[config.mk]
export PLATFORM = sky130hd
export DESIGN_NAME = scan_timing_gen
export DESIGN_NICKNAME = d
export VERILOG_FILES = /design/src/rtl/scan_timing_gen.sv
export SDC_FILE = /design/constraint.sdc
export NUM_CORES = 1
export LEC_CHECK = 0
export ABC_CLOCK_PERIOD_IN_PS = 2500
export BUFFER_PORTS_ARGS = -buffer_cell sky130_fd_sc_hd__buf_2
export CORE_MARGIN = 1.5
export CORE_UTILIZATION = 25
export DETAILED_ROUTE_END_ITERATION = 10
export MAX_ROUTING_LAYER = met4
export PLACE_DENSITY = 0.4
export SYNTH_ARGS = -nofsm -noshare
export SYNTH_HDL_FRONTEND = slang
export SYNTH_SLANG_ARGS = --single-unit
[constraint.sdc]
create_clock -name clk -period 2.5 [get_ports clk]
set_input_delay 0.25 -clock clk [delete_from_list [all_inputs] [get_ports clk]]
set_output_delay 0.25 -clock clk [all_outputs]
set_load 0.1 [all_outputs]
[src/rtl/scan_timing_gen.sv]
module scan_timing_gen #(
  parameter int LINE_CYCLES  = 2130,
  parameter int HBLANK_START = 1584,
  parameter int FRAME_LINES  = 263,
  parameter int VBLANK_LINE  = 192
) (
  input  logic        clk,
  input  logic        rst_n,
  input  logic        wr_en,
  input  logic [1:0]  wr_addr,
  input  logic [15:0] wr_data,
  output logic [15:0] stat0,
  output logic [15:0] stat1,
  output logic [8:0]  vcount,
  output logic [1:0]  hblank_irq,
  output logic [1:0]  vblank_irq,
  output logic [1:0]  vmatch_irq,
  output logic        frame_end
);
  localparam int HW = $clog2(LINE_CYCLES);
  localparam int LAST_LINE = FRAME_LINES - 1;
  localparam logic [15:0] WR_MASK = 16'hFFB8;
  localparam logic [15:0] RO_MASK = 16'h0047;

  logic [HW-1:0] hcnt;
  logic [8:0]    vcnt, pend_val, v_next;
  logic          pend_vld, fe_q;
  logic [15:0]   st [2];

  wire line_end   = hcnt == HW'(LINE_CYCLES - 1);
  wire hb_evt     = hcnt == HW'(HBLANK_START - 1);
  wire frame_wrap = vcnt == 9'(LAST_LINE);
  wire wr_line    = wr_en && wr_addr == 2'd2;

  assign v_next = frame_wrap ? 9'd0 : pend_vld ? pend_val : vcnt + 9'd1;

  always_ff @(posedge clk) begin
    if (!rst_n) begin
      hcnt     <= '0;
      vcnt     <= '0;
      pend_vld <= 1'b0;
      pend_val <= '0;
      fe_q     <= 1'b0;
    end else begin
      hcnt <= line_end ? '0 : hcnt + HW'(1);
      fe_q <= line_end && frame_wrap;
      if (line_end) vcnt <= v_next;
      if (wr_line) begin
        pend_vld <= 1'b1;
        pend_val <= wr_data[8:0];
      end else if (line_end) begin
        pend_vld <= 1'b0;
      end
    end
  end

  for (genvar i = 0; i < 2; i++) begin : g_copy
    logic [15:0] st_q, st_nx;
    logic        hb_q, vb_q, vm_q;
    wire  [8:0]  cmp   = {st_q[7], st_q[15:8]};
    wire         wr_me = wr_en && wr_addr == 2'(i);
    wire         hit   = v_next == cmp;

    always_comb begin
      st_nx = wr_me ? ((st_q & RO_MASK) | (wr_data & WR_MASK)) : st_q;
      if (hb_evt) st_nx[1] = 1'b1;
      if (line_end) begin
        st_nx[1] = 1'b0;
        st_nx[2] = hit;
        if (v_next == 9'(VBLANK_LINE)) st_nx[0] = 1'b1;
        else if (v_next == 9'(LAST_LINE)) st_nx[0] = 1'b0;
      end
    end

    always_ff @(posedge clk) begin
      if (!rst_n) begin
        st_q <= '0;
        hb_q <= 1'b0;
        vb_q <= 1'b0;
        vm_q <= 1'b0;
      end else begin
        st_q <= st_nx;
        hb_q <= hb_evt && st_q[4];
        vb_q <= line_end && v_next == 9'(VBLANK_LINE) && st_q[3];
        vm_q <= line_end && hit && st_q[5];
      end
    end

    assign st[i]         = st_q;
    assign hblank_irq[i] = hb_q;
    assign vblank_irq[i] = vb_q;
    assign vmatch_irq[i] = vm_q;
  end

  assign stat0     = st[0];
  assign stat1     = st[1];
  assign vcount    = vcnt;
  assign frame_end = fe_q;
endmodule


==> metrics <==
status finished clean; WP data required 2770 ps; DR vias 2829; Iteration-0 DRC Markers 107; Max Cap Viol 0; DIE HEIGHT 117 um; DR vias/cell 4.51; main combinational cell family by area after synthesis simple AND/OR/NAND/NOR gates; cell count after synthesis around 380; final wirelength around 9800 um; FP Rows ~40; EDFF count, synth 0; area of the core ~0.013 mm2; sequential-to-total area share from yosys stat 41.8%; Setup crit end kind flip-flop; leak pwr 1.71 nW; DP Area between 0.003 and 0.004 mm2; Synth Flop Type dfxtp_1; Critical Path AT about 2700 ps; mux contribution to synthesized area 8.15%; Reg clk slew, reported paths 60 ps; Max Slew Vio Count 0; Max-slew headroom 63.8%; # diodes 0; Final min period about 2400 ps; DIE WIDTH 117 um; first-pass GRT wire length between 15000 and 20000 um; RSZ-0062 raised after global routing no; Area Growth Syn to Fin 26.5%; TNS Setup 0 ps; post-synthesis compound-gate area fraction approximately 10%; syn_area_per_cell approximately 8.5 um2; area share of and/or/nand/nor cells after synthesis 27.1%; vias in the first global route 2766; Worst Setup Path Type reg2reg; CP bufs+invs 1; DIE AREA approximately 0.014 mm2; clock tree sinks 68; CP Cell Sequence inv_1 -> o21ai_0 -> o211ai_2 -> mux2_2 -> o311ai_0 -> or4_4 -> nor3b_2; Worst-Margin Slew 537 ps; Setup crit end g_copy[0].vm_q; most frequent cells in the layout 66 x buf_2, 64 x nor2_1, 59 x dfxtp_1; CP max stage delay 470 ps; Routed Antenna Nets 0; clock tree from TritonCTS done; root buffer cell clkbuf_16; Num CTS Buffers 9; DRC 0; Max IR drop VDD 0.431 mV; number of hold buffers added after CTS 0; CP max FO 12; DR WL/cell roughly 16 um; worst reg2reg endpoint g_copy[0].vm_q; post-layout util about a third; Setup violations, final 0; final worst-path cycle share ~96%; Nets 475; largest net degree at the start of global routing between 40 and 50; worst clock skew 6.26 ps; synthesized flop and latch total 68; All-Layer GR Usage ~16%; most common cell after layout, fill and taps aside buf_2; crit path launch pend_vld; synthesized cell area between 0.003 and 0.004 mm2; CP startpoint kind flip-flop; post-detail-place hpwl 7260 um; Fin. Hold Viols 0; Min-Delay Path Class in2reg; synth unique cells 56; PnR Total Power 0.00276 W; Pwr per Cell Area around 670 mW/mm2; WP depth 7; xor/xnor share of the synthesized area 6.46%; slowest CP cell or4_4; fin area 0.00412 mm2; critical path's top delay family compound AO/OA/AOI/OAI gates; Worst R2R Path Depth 7; R2R Path Start pend_vld; Synth warnings 0; Pre-antenna DRT Iters 4; Adder-Cell Fraction of Synth Area around 1.5%; layout cell share with drive strength beyond 1 27.7%; Initial Util 25.7%; antenna violations before repair 0; I/O pins 69; CTS max path bufs 2; Routability Congestion 0.840; r2r setup slk 100 ps; Port Buf Inserts 66; htree depth 3; worst skew pair latency 350 ps; fmax 417 MHz; asr flop ratio synth 0%; remaining global-route overflow 0
==> registers in the layout, summed over array words and instances, names as in the netlist <==
register,flops
hcnt,12
g_copy.vb_q,2
stat0,15
g_copy.hb_q,2
frame_end,1
pend_val,9
vcount,9
g_copy.vm_q,2
pend_vld,1
stat1,15
==> through the flow <==
| step | setup WS, ps | hold slack [ps] | std cells |
|---|---|---|---|
| detailed placement | 67.6 | 442 | 610 |
| CTS | 37.5 | 132 | 626 |
| global placement | 83.9 | 437 | 610 |
| finish | 101 | 138 | 627 |
| floorplan | 104 | 386 | 384 |
| global route | 16.3 | 142 | 627 |
==> routing by layer <==
metal  vias to the layer above  wire length [um]  GRT usage (%)
met5                         -                 0              -
met3                        10               390           4.07
met1                      1305              4840           19.5
li1                       1444                 -              -
met4                         0               140           5.30
met2                        70              4470           24.9
==> final cells by class <==
type	count	area, um2
Timing Repair Buffer	79	428
Inverter	6	22.5
Clock buffer	11	253
Tap cell	172	215
Multi-Input combinational cell	286	1760
Clock inverter	5	58.8
Fill cell	1375	8550
Sequential cell	68	1380
==> report_power, final <==
part           internal [W]  switching [W]
logic             0.0000828       0.000222
clock network      0.000827       0.000492
registers           0.00111      0.0000298
==> worst min-delay path by stage <==
stage,from,to,slack [ps],cells past startpoint
6_report,wr_data[6],pend_val[6],140,3
5_1_grt,wr_data[6],pend_val[6],140,3
4_1_cts,wr_data[6],pend_val[6],130,3
3_5_place_dp,stat1[5],g_copy[1].vm_q,440,2
3_3_place_gp,stat1[5],g_copy[1].vm_q,440,2
2_1_floorplan,wr_data[3],stat1[3],390,2
==> kinds of logic after synthesis <==
group                    count (synthesis)
AO/OA/AOI/OAI                           50
XOR/XNOR                                24
adder cells (fa/ha/maj)                  4
buffers and inverters                   30
flip-flops                              68
multiplexers                            26
other                                    1
AND/OR/NAND/NOR                        180
==> worst min-delay path: stages <==
cell and delay (ps):
buf_2 80, mux2i_1 50, nor2_1 70
==> synth_stat cells, types with 2 or more instances <==
| cell type | count | area [um2] |
|---|---|---|
| a21oi_1 | 25 | 125 |
| a31oi_1 | 3 | 18.8 |
| and2_1 | 5 | 31.3 |
| and3_1 | 6 | 37.5 |
| and4_1 | 2 | 17.5 |
| buf_4 | 8 | 60.1 |
| clkbuf_1 | 13 | 48.8 |
| dfxtp_1 | 68 | 1360 |
| ha_1 | 4 | 50.1 |
| inv_1 | 6 | 22.5 |
| mux2_2 | 4 | 45.0 |
| mux2i_1 | 22 | 220 |
| nand2_1 | 50 | 188 |
| nand2b_1 | 4 | 25.0 |
| nand3_1 | 14 | 70.1 |
| nand3b_1 | 2 | 15.0 |
| nand4_1 | 3 | 18.8 |
| nor2_1 | 64 | 240 |
| nor3_1 | 5 | 25.0 |
| nor3b_1 | 3 | 22.5 |
| nor4_1 | 2 | 12.5 |
| nor4b_1 | 2 | 17.5 |
| o211ai_2 | 2 | 25.0 |
| o21ai_0 | 6 | 30.0 |
| or2_2 | 4 | 25.0 |
| or3_1 | 2 | 12.5 |
| or4_1 | 3 | 22.5 |
| xnor2_1 | 14 | 123 |
| xor2_1 | 10 | 87.6 |
==> what timing repair did <==
item	in CTS	in global routing
gates resized for setup	0	3
setup buffers	0	1
endpoints found under the setup margin	0	4
Note: power is estimated with default switching activity, not from simulation.
